`config.mk`:
```
export PLATFORM = sky130hd
export DESIGN_NAME = lp_link_port
export DESIGN_NICKNAME = d
export VERILOG_FILES = /design/src/rtl/lp_pkg.sv /design/src/rtl/lp_dbuf.sv /design/src/rtl/lp_unpack.sv /design/src/rtl/lp_pack.sv /design/src/rtl/lp_link_port.sv
export SDC_FILE = /design/constraint.sdc
export NUM_CORES = 1
export LEC_CHECK = 0
export BUFFER_PORTS_ARGS = -buffer_cell sky130_fd_sc_hd__buf_2
export CORE_MARGIN = 2
export CORE_UTILIZATION = 60
export DETAILED_ROUTE_END_ITERATION = 8
export GPL_TIMING_DRIVEN = 0
export HOLD_SLACK_MARGIN = 0.05
export PLACE_DENSITY = 0.81
export SYNTH_ARGS = -nofsm -noshare
export SYNTH_HDL_FRONTEND = slang
export SYNTH_HIERARCHICAL = 1
export SYNTH_SLANG_ARGS = --single-unit
```
`constraint.sdc`:
```
create_clock -name clk -period 3.3 [get_ports clk]
set_input_delay 0.33 -clock clk [delete_from_list [all_inputs] [get_ports clk]]
set_output_delay 0.33 -clock clk [all_outputs]
set_load 0.03 [all_outputs]
```
`src/rtl/lp_pkg.sv`:
```
package lp_pkg;

    localparam int LP_BYTE_W       = 8;
    localparam int LP_NARROW_BYTES = 4;
    localparam int LP_WIDE_BYTES   = 6;

    typedef struct packed {
        logic tx;
        logic wide;
    } lp_mode_t;

endpackage

```
`src/rtl/lp_dbuf.sv`:
```
module lp_dbuf #(
    parameter int W = 48
) (
    input  logic         clk,
    input  logic         rst_n,
    input  logic         clr,
    input  logic         push,
    input  logic [W-1:0] push_data,
    input  logic         pop,
    output logic [W-1:0] head,
    output logic [1:0]   cnt
);

    typedef struct packed {
        logic [1:0][W-1:0] slot;
        logic              rd;
        logic [1:0]        cnt;
    } st_t;

    st_t st_d, st_q;

    always_comb begin
        st_d = st_q;
        if (clr) begin
            st_d.rd  = 1'b0;
            st_d.cnt = 2'd0;
        end else begin
            if (push)
                st_d.slot[st_q.rd ^ st_q.cnt[0]] = push_data;
            if (pop)
                st_d.rd = ~st_q.rd;
            st_d.cnt = st_q.cnt + 2'(push) - 2'(pop);
        end
    end

    always_ff @(posedge clk or negedge rst_n) begin
        if (!rst_n) st_q <= '0;
        else        st_q <= st_d;
    end

    assign head = st_q.slot[st_q.rd];
    assign cnt  = st_q.cnt;


    no_overflow_chk: assert property (@(posedge clk) disable iff (!rst_n)
        push |-> (st_q.cnt != 2'd2));


    no_underflow_chk: assert property (@(posedge clk) disable iff (!rst_n)
        pop |-> (st_q.cnt != 2'd0));

endmodule

```
`src/rtl/lp_unpack.sv`:
```
module lp_unpack #(
    parameter int BYTE_W       = 8,
    parameter int NARROW_BYTES = 4,
    parameter int WIDE_BYTES   = 6
) (
    input  logic                         clk,
    input  logic                         rst_n,
    input  logic                         clr,
    input  logic                         enable,
    input  logic                         wide,
    input  logic                         wr_valid,
    output logic                         wr_ready,
    input  logic [BYTE_W*WIDE_BYTES-1:0] wr_data,
    input  logic                         ack_in,
    output logic                         stb_out,
    output logic [BYTE_W-1:0]            dat_out,
    output logic [1:0]                   cnt
);

    localparam int WORD_W = BYTE_W * WIDE_BYTES;
    localparam int IDX_W  = $clog2(WIDE_BYTES);

    typedef struct packed {
        logic [IDX_W-1:0] idx;
    } st_t;

    st_t              st_d, st_q;
    logic [WORD_W-1:0] head;
    logic [IDX_W-1:0]  last;
    logic              push, pop;

    assign last     = wide ? IDX_W'(WIDE_BYTES - 1) : IDX_W'(NARROW_BYTES - 1);
    assign wr_ready = enable && (cnt != 2'd2);
    assign stb_out  = enable && (cnt != 2'd0) && ack_in;
    assign dat_out  = stb_out ? head[st_q.idx*BYTE_W +: BYTE_W] : '0;
    assign push     = wr_valid && wr_ready;
    assign pop      = stb_out && (st_q.idx == last);

    always_comb begin
        st_d = st_q;
        if (clr)
            st_d.idx = '0;
        else if (stb_out)
            st_d.idx = (st_q.idx == last) ? '0 : st_q.idx + 1'b1;
    end

    always_ff @(posedge clk or negedge rst_n) begin
        if (!rst_n) st_q <= '0;
        else        st_q <= st_d;
    end

    lp_dbuf #(.W(WORD_W)) u_buf (
        .clk       (clk),
        .rst_n     (rst_n),
        .clr       (clr),
        .push      (push),
        .push_data (wr_data),
        .pop       (pop),
        .head      (head),
        .cnt       (cnt)
    );


    tx_idx_range_chk: assert property (@(posedge clk) disable iff (!rst_n || clr)
        st_q.idx <= last);

endmodule

```
`src/rtl/lp_pack.sv`:
```
module lp_pack #(
    parameter int BYTE_W       = 8,
    parameter int NARROW_BYTES = 4,
    parameter int WIDE_BYTES   = 6
) (
    input  logic                         clk,
    input  logic                         rst_n,
    input  logic                         clr,
    input  logic                         enable,
    input  logic                         wide,
    input  logic                         stb_in,
    input  logic [BYTE_W-1:0]            dat_in,
    output logic                         ack_out,
    output logic                         rd_valid,
    input  logic                         rd_ready,
    output logic [BYTE_W*WIDE_BYTES-1:0] rd_data,
    output logic [1:0]                   cnt
);

    localparam int WORD_W = BYTE_W * WIDE_BYTES;
    localparam int IDX_W  = $clog2(WIDE_BYTES);

    typedef struct packed {
        logic [WORD_W-1:0] acc;
        logic [IDX_W-1:0]  idx;
    } st_t;

    st_t               st_d, st_q;
    logic [WORD_W-1:0] word_new;
    logic [IDX_W-1:0]  last;
    logic              take, push, pop;

    assign last     = wide ? IDX_W'(WIDE_BYTES - 1) : IDX_W'(NARROW_BYTES - 1);
    assign ack_out  = enable && (cnt != 2'd2);
    assign rd_valid = enable && (cnt != 2'd0);
    assign take     = stb_in && ack_out;
    assign push     = take && (st_q.idx == last);
    assign pop      = rd_valid && rd_ready;

    always_comb begin
        word_new = st_q.acc;
        word_new[st_q.idx*BYTE_W +: BYTE_W] = dat_in;
        st_d = st_q;
        if (clr) begin
            st_d = '0;
        end else if (take) begin
            if (st_q.idx == last) begin
                st_d.acc = '0;
                st_d.idx = '0;
            end else begin
                st_d.acc = word_new;
                st_d.idx = st_q.idx + 1'b1;
            end
        end
    end

    always_ff @(posedge clk or negedge rst_n) begin
        if (!rst_n) st_q <= '0;
        else        st_q <= st_d;
    end

    lp_dbuf #(.W(WORD_W)) u_buf (
        .clk       (clk),
        .rst_n     (rst_n),
        .clr       (clr),
        .push      (push),
        .push_data (word_new),
        .pop       (pop),
        .head      (rd_data),
        .cnt       (cnt)
    );


    rx_idx_range_chk: assert property (@(posedge clk) disable iff (!rst_n || clr)
        st_q.idx <= last);

endmodule

```
`src/rtl/lp_link_port.sv`:
```
module lp_link_port
    import lp_pkg::*;
#(
    parameter int BYTE_W       = LP_BYTE_W,
    parameter int NARROW_BYTES = LP_NARROW_BYTES,
    parameter int WIDE_BYTES   = LP_WIDE_BYTES
) (
    input  logic                         clk,
    input  logic                         rst_n,
    input  logic                         cfg_tx,
    input  logic                         cfg_wide,
    input  logic                         wr_valid,
    output logic                         wr_ready,
    input  logic [BYTE_W*WIDE_BYTES-1:0] wr_data,
    output logic                         rd_valid,
    input  logic                         rd_ready,
    output logic [BYTE_W*WIDE_BYTES-1:0] rd_data,
    output logic                         lnk_stb_out,
    output logic [BYTE_W-1:0]            lnk_dat_out,
    input  logic                         lnk_ack_in,
    input  logic                         lnk_stb_in,
    input  logic [BYTE_W-1:0]            lnk_dat_in,
    output logic                         lnk_ack_out
);

    typedef struct packed {
        lp_mode_t mode;
    } st_t;

    st_t        st_d, st_q;
    logic       flush, tx_en, rx_en;
    logic [1:0] tx_cnt, rx_cnt;

    always_comb begin
        st_d           = st_q;
        st_d.mode.tx   = cfg_tx;
        st_d.mode.wide = cfg_wide;
    end

    always_ff @(posedge clk or negedge rst_n) begin
        if (!rst_n) st_q <= '0;
        else        st_q <= st_d;
    end

    assign flush = (cfg_tx != st_q.mode.tx) || (cfg_wide != st_q.mode.wide);
    assign tx_en = cfg_tx && !flush;
    assign rx_en = !cfg_tx && !flush;

    lp_unpack #(
        .BYTE_W(BYTE_W), .NARROW_BYTES(NARROW_BYTES), .WIDE_BYTES(WIDE_BYTES)
    ) u_tx (
        .clk      (clk),
        .rst_n    (rst_n),
        .clr      (flush),
        .enable   (tx_en),
        .wide     (cfg_wide),
        .wr_valid (wr_valid),
        .wr_ready (wr_ready),
        .wr_data  (wr_data),
        .ack_in   (lnk_ack_in),
        .stb_out  (lnk_stb_out),
        .dat_out  (lnk_dat_out),
        .cnt      (tx_cnt)
    );

    lp_pack #(
        .BYTE_W(BYTE_W), .NARROW_BYTES(NARROW_BYTES), .WIDE_BYTES(WIDE_BYTES)
    ) u_rx (
        .clk      (clk),
        .rst_n    (rst_n),
        .clr      (flush),
        .enable   (rx_en),
        .wide     (cfg_wide),
        .stb_in   (lnk_stb_in),
        .dat_in   (lnk_dat_in),
        .ack_out  (lnk_ack_out),
        .rd_valid (rd_valid),
        .rd_ready (rd_ready),
        .rd_data  (rd_data),
        .cnt      (rx_cnt)
    );


    flush_clear_chk: assert property (@(posedge clk) disable iff (!rst_n)
        flush |=> (tx_cnt == 2'd0 && rx_cnt == 2'd0));


    dir_excl_chk: assert property (@(posedge clk) disable iff (!rst_n)
        !(lnk_ack_out && wr_ready) && !(rd_valid && lnk_stb_out));

endmodule

```
==> impl_metrics.ini <==
[run_status]
outcome = complete, no violations

[timing]
timing.clock.skew_ps = 12.5
finalSetupTns_ps = 0
report.final.slew_viol_count = 0
timing.final.setup_violations = 0
finalWorstPathRequiredPeriod_ps = 3150
slew-limit-headroom_pct = 42.1
slew_worst_pin_ps = 857
max_clock_freq_ghz = 0.318
fin_crit_sh_pct = 95.4
finalHoldViolations = 0

[placed_design]
place.gp.congestion = 0.922
port_buffers = 116
post-dp-hpwl_um = 19100
place.detailed.instances = 1313

[yosys]
postSynth.asyncResetShare_pct = 100
synth_enable_flop_cells = 0
sequential_share_of_the_synthesized_area_pct = 50.4
yosysUniqueCellTypes = 62
yosys-top-cells-area = sky130_fd_sc_hd__dfrtp_1 50%, sky130_fd_sc_hd__mux2_2 20%, sky130_fd_sc_hd__mux2_4 4.8%
synth_seq_cells = 254
post_synth_design_cell_area_mm2 = 0.0126
post_syn_area_per_cell_um2 = 13.7
synth_top_area_share_pct = 50.4
postSynthNetCount = 996
synth_ff_type = sky130_fd_sc_hd__dfrtp_1
postSynthCellCount = 920
synthDominantAreaCellType = sky130_fd_sc_hd__dfrtp_1
synth.yosys.warnings = 6

[layout]
flow.area_growth_from_synthesis_pct = 18.2
final_layout_size_suffix_gt1_share_pct = 45.5
design.final.nets = 1187
finish.utilization_pct = 71.7
stdcell_count = 1402

[global_route]
grt_pass1_wl_um = 45700
pin_count_of_the_biggest_net_entering_global_routing = 92
first_global_vias = 8446
overall_track_demand_over_capacity_in_global_routing_pct = 26.4
antenna_violations_before_repair = 1
global_route.overflow_total = 0

[clock_tree]
cts_max_level = 1
clock_sink_count = 254
cts_root_buf = sky130_fd_sc_hd__clkbuf_16
clockBufferDepth = 3
clock_insertion_delay_worst_skew_ps = 520
cts_tree = done
clkTransAtPathRegs_ps = 60
number_of_buffers_added_by_the_clock_tree_synthesis_step = 27

[critical_path]
critPathBufInv = 3
arrival_ps = 2820
reg2reg_setup_slack_ps = 160
setup.worst_path.start_class = register
critical_path_peak_fanout = 10
critPathKind = reg -> out
critical-path-top-delay-family = multiplexers
worst_path_largest_cell_delay_ps = 520
critical_path.endpoint_type = output pin
worstPathRequired_ps = 2970
crit_chain = buf_4, clkbuf_1, mux2_2, mux4_2, a22oi_1, nor2_1, buf_2
worst_path_max_delay_cell = sky130_fd_sc_hd__clkbuf_1

[drt]
drt_first_pass_iters = 5
finalWirelength_um = 28500
routed_wire_length_per_instance_um = 20.3
final_antenna_net_count = 0
post_drt_via_cell_ratio = 5.76
starting_drc_count_in_detailed_routing = 430
drc = 0
total_number_of_vias = 8079

[pwr]
static-leakage-power_nw = 7.40
vdd_drop_max_mv = 0.576
power_density_mw_per_mm2 = 464
post_route_total_power_mw = 6.92

[floorplan]
initial_utilization_pct = 60.6
die_area_mm2 = 0.0222
floorplan.core_area_mm2 = 0.0208
boundaryPins = 124
dieHeight_um = 149
chipWidth_um = 149
std_cell_rows = 53

[run]
timing.max_cap.violations = 0

[hold_path]
hold_path.class = in -> reg
==> stage by stage <==
step	instance area (um2)	hold slack, ps	worst slack (ps)
after global placement	13500	460	-2630
after CTS	14900	51.6	55.9
after detailed placement	13600	354	90.5
final	14900	57.1	152
after floorplan	12600	34.4	581
after global routing	14900	53.5	-11.6
==> synthesized netlist by cell type, drive strengths merged, types with 3 or more instances <==
cell type	count
a21oi	6
a22o	33
a22oi	8
a32o	7
and2	3
buf	50
clkbuf	11
dfrtp	254
ha	12
inv	43
mux2	316
mux4	8
nand2	43
nand2b	4
nand3	5
nand4	3
nor2	30
nor2b	6
o21ai	17
o2bb2ai	8
o311ai	3
o32ai	8
or2	3
xnor2	6
xor2	5
==> worst register-to-register path: stages (launching register included) <==
cell and delay [ps]:
sky130_fd_sc_hd__dfrtp_2 490, sky130_fd_sc_hd__buf_6 220, sky130_fd_sc_hd__inv_1 150, sky130_fd_sc_hd__ha_1 250, sky130_fd_sc_hd__ha_2 470, sky130_fd_sc_hd__nand2b_2 120, sky130_fd_sc_hd__nor4_4 450, sky130_fd_sc_hd__clkbuf_1 320
sky130_fd_sc_hd__o21ai_0 230, sky130_fd_sc_hd__mux2_2 310
==> worst paths after layout <==
path | from | endpoint | cells past startpoint
min in group asynchronous | rst_n | u_tx/u_buf/st_q[86]$_DFFE_PN0P_ | 2
max | u_tx/u_buf/st_q[2]$_DFFE_PN0P_ | lnk_dat_out[3] | 7
max in group asynchronous | rst_n | u_rx/st_q[35]$_DFFE_PN0P_ | 3
min | wr_data[45] | u_tx/u_buf/st_q[96]$_DFFE_PN0P_ | 2
min reg2reg | u_rx/u_buf/st_q[19]$_DFFE_PN0P_ | u_rx/u_buf/st_q[19]$_DFFE_PN0P_ | 1
max reg2reg | u_rx/st_q[0]$_DFFE_PN0P_ | u_rx/u_buf/st_q[37]$_DFFE_PN0P_ | 9
==> state kept, by name (all words and copies together), names as in the netlist <==
name             count
u_tx/u_buf/st_q     97
u_rx/st_q           51
st_q                 2
u_tx/u_buf/cnt       2
u_rx/u_buf/st_q     97
u_rx/u_buf/cnt       2
u_tx/st_q            3
==> power breakdown <==
| part | total (mW) | internal [mW] | switching, mW |
|---|---|---|---|
| clock network | 2.94 | 1.78 | 1.16 |
| logic | 0.639 | 0.345 | 0.294 |
| registers | 3.34 | 3.27 | 0.0729 |
| total | 6.92 | 5.39 | 1.53 |
==> final cells by class <==
cell class / count / area (um2)
clock inverter: 3 / 40.0
sequential: 254 / 6360
inverter: 44 / 165
antenna: 1 / 2.50
multi-input combinational: 561 / 5670
timing repair buffer: 162 / 1080
buffer: 61 / 443
clock buffer: 41 / 828
tap: 275 / 344
fill: 1423 / 5900
==> cells in the final DEF, fill, tap and decap left out, types with 7 or more instances in the layout <==
master	n
sky130_fd_sc_hd__a22o_1	33
sky130_fd_sc_hd__a22oi_1	8
sky130_fd_sc_hd__a32o_1	7
sky130_fd_sc_hd__buf_2	129
sky130_fd_sc_hd__buf_4	17
sky130_fd_sc_hd__buf_6	11
sky130_fd_sc_hd__clkbuf_1	11
sky130_fd_sc_hd__clkbuf_16	27
sky130_fd_sc_hd__clkbuf_8	10
sky130_fd_sc_hd__dfrtp_1	253
sky130_fd_sc_hd__dlygate4sd3_1	40
sky130_fd_sc_hd__ha_1	11
sky130_fd_sc_hd__inv_1	43
sky130_fd_sc_hd__mux2_1	48
sky130_fd_sc_hd__mux2_2	228
sky130_fd_sc_hd__mux2_4	40
sky130_fd_sc_hd__mux4_2	8
sky130_fd_sc_hd__nand2_1	41
sky130_fd_sc_hd__nor2_1	27
sky130_fd_sc_hd__o21ai_0	17
sky130_fd_sc_hd__o2bb2ai_1	8
sky130_fd_sc_hd__o32ai_1	8
==> logic make-up after synthesis <==
family	Yosys count	synth area share, %
and+or+nand+nor	113	5.24
adders and majority gates	12	1.19
AOI/OAI and AO/OA	99	6.70
buffers and inverters	105	4.77
muxes	326	31.0
xor gates and xnor gates	11	0.763
DFF	254	50.4
==> per-layer routing <==
layer / vias up / global-route usage (%) / wire, um
li1: 3674 / - / -
met1: 4122 / 38.3 / 13000
met2: 218 / 41.4 / 13400
met3: 65 / 3.43 / 1150
met4: 0 / 8.76 / 869
met5: - / 0 / 0
==> repair_timing <==
item | CTS | global route
gates cloned | 0 | 0
pin swaps | 0 | 1
endpoints found under the hold margin | 131 | 1
endpoints found under the setup margin | 2 | 37
gates resized for setup | 1 | 5
setup buffers | 0 | 4
hold buffers | 39 | 1
Note: power is estimated with default switching activity, not from simulation.
